### src/rtl/uart_irq_pkg.sv
// Shared constants for the UART interrupt status unit.
// Assumes a byte-wide register bus with a small offset field.
package uart_irq_pkg;
    localparam int DATA_W    = 8;
    localparam int ADDR_W    = 2;
    localparam int N_EN      = 3;
    localparam int N_STICKY  = 5;
    localparam logic [ADDR_W-1:0] OFS_ENABLE = 2'd1;
    localparam logic [ADDR_W-1:0] OFS_EVENT  = 2'd2;
    // enable bit positions
    localparam int EN_RXERR  = 2;
    localparam int EN_RXFULL = 1;
    localparam int EN_TXEMPT = 0;
    // event register bit positions
    localparam int BIT_RXBSY = 6;
    localparam int BIT_TXBSY = 5;
    localparam int BIT_PAR   = 4;
    localparam int BIT_FRM   = 3;
    localparam int BIT_OVR   = 2;
    localparam int BIT_RXFUL = 1;
    localparam int BIT_TXEMP = 0;
endpackage

### src/rtl/irq_enable_reg.sv
// Interrupt enable register. Loads the low N_EN data bits on a qualified
// write strobe. Assumes the caller already gated the strobe with mode and address.
module irq_enable_reg #(
    parameter int DATA_W = 8,
    parameter int N_EN   = 3
) (
    input  logic              clk,
    input  logic              rst_n,
    input  logic              wr_en,
    input  logic [DATA_W-1:0] wdata,
    output logic [N_EN-1:0]   en_q
);
    // capture enable bits on a qualified write
    always_ff @(posedge clk) begin
        if (!rst_n)     en_q <= '0;
        else if (wr_en) en_q <= wdata[N_EN-1:0];
    end


    enable_hold_chk: assert property (@(posedge clk) disable iff (!rst_n)
        !wr_en |=> $stable(en_q));
endmodule

### src/rtl/irq_sticky_flags.sv
// Bank of sticky event bits. A set pulse forces a bit high. A clear pulse
// drops it unless a set arrives in the same cycle. Assumes set and clear are pre-gated.
module irq_sticky_flags #(
    parameter int N = 5
) (
    input  logic         clk,
    input  logic         rst_n,
    input  logic [N-1:0] set_vec,
    input  logic [N-1:0] clr_vec,
    output logic [N-1:0] flag_q
);
    for (genvar i = 0; i < N; i++) begin : g_bit
        // one sticky bit, set has priority over clear
        always_ff @(posedge clk) begin
            if (!rst_n)          flag_q[i] <= 1'b0;
            else if (set_vec[i]) flag_q[i] <= 1'b1;
            else if (clr_vec[i]) flag_q[i] <= 1'b0;
        end


        set_wins_chk: assert property (@(posedge clk) disable iff (!rst_n)
            set_vec[i] |=> flag_q[i]);

        sticky_hold_chk: assert property (@(posedge clk) disable iff (!rst_n)
            (flag_q[i] && !clr_vec[i]) |=> flag_q[i]);

        clear_drop_chk: assert property (@(posedge clk) disable iff (!rst_n)
            (clr_vec[i] && !set_vec[i]) |=> !flag_q[i]);
    end
endmodule

### src/rtl/rx_busy_tracker.sv
// Receive busy tracker: high from a start-bit pulse until the byte is
// loaded into the receive buffer. A start in the same cycle as a load wins.
module rx_busy_tracker (
    input  logic clk,
    input  logic rst_n,
    input  logic active,
    input  logic start_pulse,
    input  logic load_pulse,
    output logic busy_q
);
    // follow the receive framing while active
    always_ff @(posedge clk) begin
        if (!rst_n)                    busy_q <= 1'b0;
        else if (active && start_pulse) busy_q <= 1'b1;
        else if (active && load_pulse)  busy_q <= 1'b0;
    end


    busy_rise_chk: assert property (@(posedge clk) disable iff (!rst_n)
        (active && start_pulse) |=> busy_q);

    busy_fall_chk: assert property (@(posedge clk) disable iff (!rst_n)
        (active && load_pulse && !start_pulse) |=> !busy_q);
endmodule

### src/rtl/irq_combine.sv
// Interrupt request combiner: ORs each enabled event term. Any of the
// three error bits feeds the single receive-error enable.
module irq_combine #(
    parameter int N_EN     = 3,
    parameter int N_STICKY = 5
) (
    input  logic [N_EN-1:0]     en,
    input  logic [N_STICKY-1:0] flags,
    output logic                req
);
    import uart_irq_pkg::*;
    logic err_any;

    // merge error bits, then gate each term with its enable
    always_comb begin
        err_any = flags[BIT_PAR] | flags[BIT_FRM] | flags[BIT_OVR];
        req = (en[EN_RXERR]  & err_any)
            | (en[EN_RXFULL] & flags[BIT_RXFUL])
            | (en[EN_TXEMPT] & flags[BIT_TXEMP]);
    end
endmodule

### src/rtl/uart_irq_status.sv
// UART interrupt status and enable unit. It decodes the register bus,
// gates all activity with the UART mode input, and builds the read image and
// the level interrupt request. Assumes event inputs are one-cycle pulses
// synchronous to clk.
module uart_irq_status
    import uart_irq_pkg::*;
(
    input  logic              clk,
    input  logic              rst_n,
    input  logic              uart_mode,
    input  logic [ADDR_W-1:0] bus_addr,
    input  logic              bus_wr,
    input  logic [DATA_W-1:0] bus_wdata,
    output logic [DATA_W-1:0] bus_rdata,
    input  logic              ev_rx_start,
    input  logic              ev_rx_load,
    input  logic              ev_tx_load,
    input  logic              ev_parity_err,
    input  logic              ev_frame_err,
    input  logic              ev_overrun,
    input  logic              tx_active,
    output logic              irq
);
    logic                wr_enable, wr_event;
    logic [N_EN-1:0]     en_q;
    logic [N_STICKY-1:0] set_vec, clr_vec, flag_q;
    logic                rx_busy;
    logic                req;

    // decode qualified writes and gated event pulses
    always_comb begin
        wr_enable = uart_mode && bus_wr && (bus_addr == OFS_ENABLE);
        wr_event  = uart_mode && bus_wr && (bus_addr == OFS_EVENT);
        set_vec   = '0;
        if (uart_mode) begin
            set_vec[BIT_PAR]   = ev_parity_err;
            set_vec[BIT_FRM]   = ev_frame_err;
            set_vec[BIT_OVR]   = ev_overrun;
            set_vec[BIT_RXFUL] = ev_rx_load;
            set_vec[BIT_TXEMP] = ev_tx_load;
        end
        clr_vec = wr_event ? bus_wdata[N_STICKY-1:0] : '0;
    end

    irq_enable_reg #(.DATA_W(DATA_W), .N_EN(N_EN)) u_en (
        .clk(clk), .rst_n(rst_n), .wr_en(wr_enable), .wdata(bus_wdata), .en_q(en_q));

    irq_sticky_flags #(.N(N_STICKY)) u_flags (
        .clk(clk), .rst_n(rst_n), .set_vec(set_vec), .clr_vec(clr_vec), .flag_q(flag_q));

    rx_busy_tracker u_rxb (
        .clk(clk), .rst_n(rst_n), .active(uart_mode), .start_pulse(ev_rx_start),
        .load_pulse(ev_rx_load), .busy_q(rx_busy));

    irq_combine #(.N_EN(N_EN), .N_STICKY(N_STICKY)) u_irq (
        .en(en_q), .flags(flag_q), .req(req));

    // build the read image for the addressed register
    always_comb begin
        bus_rdata = '0;
        if (uart_mode) begin
            if (bus_addr == OFS_ENABLE) begin
                bus_rdata[N_EN-1:0] = en_q;
            end else if (bus_addr == OFS_EVENT) begin
                bus_rdata[N_STICKY-1:0] = flag_q;
                bus_rdata[BIT_TXBSY]    = tx_active;
                bus_rdata[BIT_RXBSY]    = rx_busy;
            end
        end
    end

    // gate the request with the mode
    always_comb irq = uart_mode & req;


    mode_freeze_chk: assert property (@(posedge clk) disable iff (!rst_n)
        !uart_mode |=> $stable(flag_q));

    irq_source_chk: assert property (@(posedge clk) disable iff (!rst_n)
        irq |-> (flag_q != '0));
endmodule

### config.mk
export PLATFORM = sky130hd
export DESIGN_NAME = uart_irq_status
export DESIGN_NICKNAME = d
export VERILOG_FILES = /design/src/rtl/uart_irq_pkg.sv /design/src/rtl/irq_enable_reg.sv /design/src/rtl/irq_sticky_flags.sv /design/src/rtl/rx_busy_tracker.sv /design/src/rtl/irq_combine.sv /design/src/rtl/uart_irq_status.sv
export SDC_FILE = /design/constraint.sdc
export NUM_CORES = 1
export LEC_CHECK = 0
export BUFFER_PORTS_ARGS = -buffer_cell sky130_fd_sc_hd__buf_2
export CELL_PAD_IN_SITES_DETAIL_PLACEMENT = 1
export CELL_PAD_IN_SITES_GLOBAL_PLACEMENT = 1
export CORE_MARGIN = 10
export CORE_UTILIZATION = 32
export CTS_CLUSTER_DIAMETER = 100
export CTS_CLUSTER_SIZE = 12
export DETAILED_ROUTE_END_ITERATION = 6
export PLACE_DENSITY = 0.83
export REMOVE_ABC_BUFFERS = 1
export SYNTH_ARGS = -nofsm -noshare
export SYNTH_HDL_FRONTEND = slang
export SYNTH_SLANG_ARGS = --single-unit
### constraint.sdc
create_clock -name clk -period 1.3 [get_ports clk]
set_clock_uncertainty 0.15 [all_clocks]
set_input_delay 0.065 -clock clk [delete_from_list [all_inputs] [get_ports clk]]
set_output_delay 0.065 -clock clk [all_outputs]
set_load 0.1 [all_outputs]
======== Word-level counts from Yosys, hierarchy flattened ========
Index checks and enable logic that the tools add are counted.
Widths: inputs -> output; s select.
word-level totals
  bits in registers ....................... 9
  input bits .............................. 21
  output and inout bits ................... 9
operators by class
  eq/ne operators ......................... 2
  multiplexer cells ....................... 18
  bitwise operators ....................... 8
  reduce and logical (&&, ||, !) cells .... 11
operators by type and width
  operator            number
  $mux 7              2
  $mux 1              12
  $reduce_bool 2->1   6
  $mux 5              2
  $logic_and 1x1->1   5
  $and 1x1->1         4
  $mux 4              1
  $or 1x1->1          4
  $mux 3              1
  $eq 2x1->1 const B  1
  $eq 2x2->1 const B  1

======== Longest topological paths before layout ========
  depth after elaboration ................. 6
  depth in mapped cells ................... 3

======== Hierarchy ========
Synthesis repeated with hierarchy kept, for this count alone.
second synthesis, totals
  cells, all modules ...................... 64
  area, all modules ....................... 563.0 um^2
by module, submodules not included
  module            times used  cells an instance  area an instance (um^2)  seq. area each (um^2)
  irq_sticky_flags  1           15                 206.4                    100.1
  uart_irq_status   1           33                 190.2                    0.0
  irq_enable_reg    1           9                  108.9                    60.1
  rx_busy_tracker   1           4                  38.8                     20.0
  irq_combine       1           3                  18.8                     0.0

======== Least setup slack after synthesis ========
OpenSTA, ideal clock, no wires.
  kind .................................... reg2out
  start ................................... reg u_en.en_q[0]
  end ..................................... out bus_rdata[0]
  arrival time ............................ 2592 ps
  data required time ...................... 1085 ps
  setup slack ............................. -1507 ps
  cell stages (with the launch flop) ...... 3
  path buffers ............................ 0
  path through ............................ dfxtp_1 nand3b_1 a21boi_0
on the way
  cells in the longest elaborated chain, start to end .. 2
ends and longest elaborated chain
  what                    line                   RTL
  start, declared         irq_enable_reg.sv:11   output logic [N_EN-1:0] en_q
  start signal, assigned  irq_enable_reg.sv:16   else if (wr_en) en_q <= wdata[N_EN-1:0];
  $mux 3                  uart_irq_status.sv:62  if (bus_addr == OFS_ENABLE) begin
  $mux 7                  uart_irq_status.sv:61  if (uart_mode) begin
  end, declared           uart_irq_status.sv:14  output logic [DATA_W-1:0] bus_rdata,
No other way between the ends.

======== Worst setup path after layout ========
  start ................................... reg u_flags.flag_q[3]
  end ..................................... out irq
on the way
  cells in the longest elaborated chain, start to end .. 6
ends and longest elaborated chain
  what                             line                    RTL
  start, declared                  irq_sticky_flags.sv:10  output logic [N-1:0] flag_q
  start signal, assigned by index  irq_sticky_flags.sv:15  if (!rst_n) flag_q[i] <= 1'b0;
  start signal, assigned by index  irq_sticky_flags.sv:16  else if (set_vec[i]) flag_q[i] <= 1'b1;
  start signal, assigned by index  irq_sticky_flags.sv:17  else if (clr_vec[i]) flag_q[i] <= 1'b0;
  $or 1x1->1 (2 in a row)          irq_combine.sv:16       err_any = flags[BIT_PAR] | flags[BIT_FRM] | flags[BIT_OVR];
  $and 1x1->1                      irq_combine.sv:17       req = (en[EN_RXERR] & err_any)
  $or 1x1->1                       irq_combine.sv:18       | (en[EN_RXFULL] & flags[BIT_RXFUL])
  $or 1x1->1                       irq_combine.sv:19       | (en[EN_TXEMPT] & flags[BIT_TXEMP]);
  $and 1x1->1                      uart_irq_status.sv:73   always_comb irq = uart_mode & req;
  end, declared                    uart_irq_status.sv:22   output logic irq
No other way between the ends.

==> impl_metrics.py <==
metrics = {
    "run_status": {
        "outcome": "complete, but fails checks",
        "violations": "setup timing",
    },
    "layout": {
        "drive_above_1_share_pct": 52.9,
        "fin_area_um2": 1010,
        "n_antenna_cell": 0,
        "area_growth_pct": 82.4,
        "fin_util_pct": 64.0,
        "final_nets": 124,
    },
    "yosys": {
        "ys_seq_area_share_pct": 32.6,
        "yosysWarnings": 0,
        "synth.largest_area_cell": "dfxtp_1",
        "synth_area_per_cell_um2": 9.07,
        "ys_top_cells_by_area": "dfxtp_1, a311oi_2, nand2_1, nand3b_1, a21oi_1",
        "netlist.area_leader.share_pct": 32.6,
        "synth_seq_cells": 9,
        "synth_area_um2": 553,
        "yosysUniqueCellTypes": 20,
        "synthCells": 61,
    },
    "die": {
        "ios": 30,
        "die_h_um": 61.6,
        "design.core.area_um2": 1580,
        "die_w_um": 61.6,
        "die-area_um2": 3790,
        "row_count": 14,
        "start_util_pct": 35.1,
    },
    "routing": {
        "drtPass1Iterations": 4,
        "postRouteAntennaNets": 0,
        "wirelength_um": 2110,
        "wire_per_inst_um": 17.8,
        "vias": 640,
        "drc": 0,
        "vias_per_cell": 5.42,
        "drt_iter0_drc": 10,
    },
    "sta": {
        "post-route-period-util_pct": 106,
        "rsz0062_at_grt": "yes",
        "maxSlewViolCount": 0,
        "hold_viol": 0,
        "min_period_ps": 1380,
        "setup_viol": 4,
        "setup_ws_ps": -82.6,
        "max_freq_ghz": 0.723,
    },
    "power_and_ir_drop": {
        "p_int_uw": 513,
        "p_comb_share_pct": 29.0,
        "fin_total_pwr_uw": 755,
        "p_leak_nw": 0.409,
        "seqPwrFrac_pct": 40.5,
        "sw_frac_of_total_pct": 32.0,
        "clkPwrFrac_pct": 30.5,
        "power_density_nw_per_um2": 748,
        "p_switching_uw": 242,
        "peakVddDrop_mv": 0.536,
    },
    "cts": {
        "cts_max_level": 1,
        "clk_pin_slew_ps": 70,
        "clock_path_buffers": 2,
        "clkLatencyLatePin_ps": 270,
        "cts.sinks": 9,
        "cts_tree": "done",
        "root_buffer": "clkbuf_4",
        "cts_inserted_buffers": 3,
    },
    "worst_setup_path": {
        "endpoint_kind": "output pin",
        "crit_chain": "o31ai_2 -> a21boi_2 -> buf_12",
        "critical_path_class": "flop to output pin",
        "cp_max_fo": 2,
        "slowest_delay_ps": 340,
        "cp_data_required_time_ps": 1090,
        "cp_slowest_cell": "dfxtp_2",
        "crit_arrival_ps": 1170,
        "crit_path_start_kind": "flop",
    },
    "global_route": {
        "grt_start_max_net_pins": 14,
        "overflow": 0,
        "track_usage_pct": 12.0,
        "antenna_found_initial": 0,
        "grt_pass1_vias": 711,
        "grt_pass1_wl_um": 3400,
    },
    "place": {
        "hpwlAfterDp_um": 1510,
        "dpl_cell_area_um2": 806,
        "io_buffers": 25,
        "gp_congestion": 0.749,
    },
    "job": {
        "drv_cap": 0,
    },
    "hold_path": {
        "holdCritPathClass": "input pin to flop",
    },
}
==> flip-flops by register name, summed over array words and instances (netlist names) <==
signal,flops
u_flags.flag_q,5
u_en.en_q,3
u_rxb.busy_q,1
==> cells in the mapped netlist <==
library cell	instances
buf_6	1
clkbuf_1	1
o31ai_1	1
a21oi_1	6
a22oi_1	1
nand2_1	12
and2b_2	1
inv_1	1
nand3b_1	6
and4b_1	1
conb_1	1
and4b_4	1
buf_4	1
and3_1	4
a21bo_2	1
dfxtp_1	9
a21boi_0	4
mux2i_1	3
a311oi_2	5
buf_2	1
==> critical path: cells and delay by family, from the launching register on <==
| kind | cells | cell delay, ps |
|---|---|---|
| DFF | 1 | 340 |
| AOI/OAI and AO/OA | 2 | 380 |
| buffers and inverters | 1 | 180 |
==> placed cells by master (no fill, tap or decap), drive strengths merged <==
| master | n |
|---|---|
| mux2i | 3 |
| and2b | 1 |
| nand3b | 6 |
| inv | 1 |
| a21bo | 1 |
| dlygate4sd3 | 12 |
| a311oi | 5 |
| and4b | 2 |
| a22oi | 1 |
| nand2 | 12 |
| o31ai | 1 |
| clkbuf | 4 |
| dfxtp | 9 |
| buf | 29 |
| a21boi | 4 |
| conb | 1 |
| a21oi | 6 |
| and3 | 4 |
==> through the flow <==
step,hold slack [ps],instances,TNS (ps),setup slack (ps)
floorplan,31.4,57,-6060,-1510
global placement,132,100,0,90.6
detailed placement,132,100,0,17.7
CTS,38.7,117,-201,-85.9
global route,52.7,118,-424,-120
finish,45.7,118,-206,-82.6
==> layer usage <==
metal | up-vias | share of wire [%] | track usage, % | routed length, um
li1 | 306 | - | - | -
met1 | 303 | 41 | 13.2 | 866
met2 | 24 | 48 | 20.2 | 1020
met3 | 7 | 7.6 | 2.88 | 160
met4 | 0 | 3.0 | 7.32 | 63
met5 | - | 0 | 0 | 0
==> power by group through the flow <==
stage	Combinational, mW	Sequential [mW]	Clock, mW
global route	0.235	0.308	0.247
floorplan	0.0980	0.304	0
finish	0.219	0.306	0.230
global placement	0.171	0.307	0
CTS	0.214	0.306	0.231
detailed placement	0.177	0.309	0
==> cell families after synthesis <==
family | count (synthesis) | share of synthesized area, %
flops | 9 | 32.6
mux | 3 | 5.43
simple gates | 25 | 26.7
other cells | 1 | 0.678
compound gates | 18 | 29.0
buf+inv | 5 | 5.65
==> final timing paths <==
kind,startpoint,endpoint,slack [ps],depth (start not counted)
max reg2reg,u_flags.flag_q[3]$_SDFFE_PN0P_,u_flags.flag_q[3]$_SDFFE_PN0P_,330,3
max,u_flags.flag_q[3]$_SDFFE_PN0P_,irq,-80,3
min,uart_mode,u_flags.flag_q[2]$_SDFFE_PN0P_,50,3
min reg2reg,u_en.en_q[0]$_SDFFE_PN0P_,u_en.en_q[0]$_SDFFE_PN0P_,340,2
==> final cells by class <==
cell class              count  area (um2)
fillers                   171         568
repair buffers             41         399
multi-input cells          47         367
flip-flops and latches      9         193
clock buffers               4        26.3
well taps                  16        20.0
inverters                   1        3.75
==> repair_timing <==
action                                 in CTS  in global routing
hold buffers                               12                  0
gates resized for setup                    17                  3
setup endpoints to repair                   4                  5
endpoints found under the hold margin       9                  0
buffers inserted                            2                  1
pin swaps                                   5                  2
(Power assumes the default switching activity.)
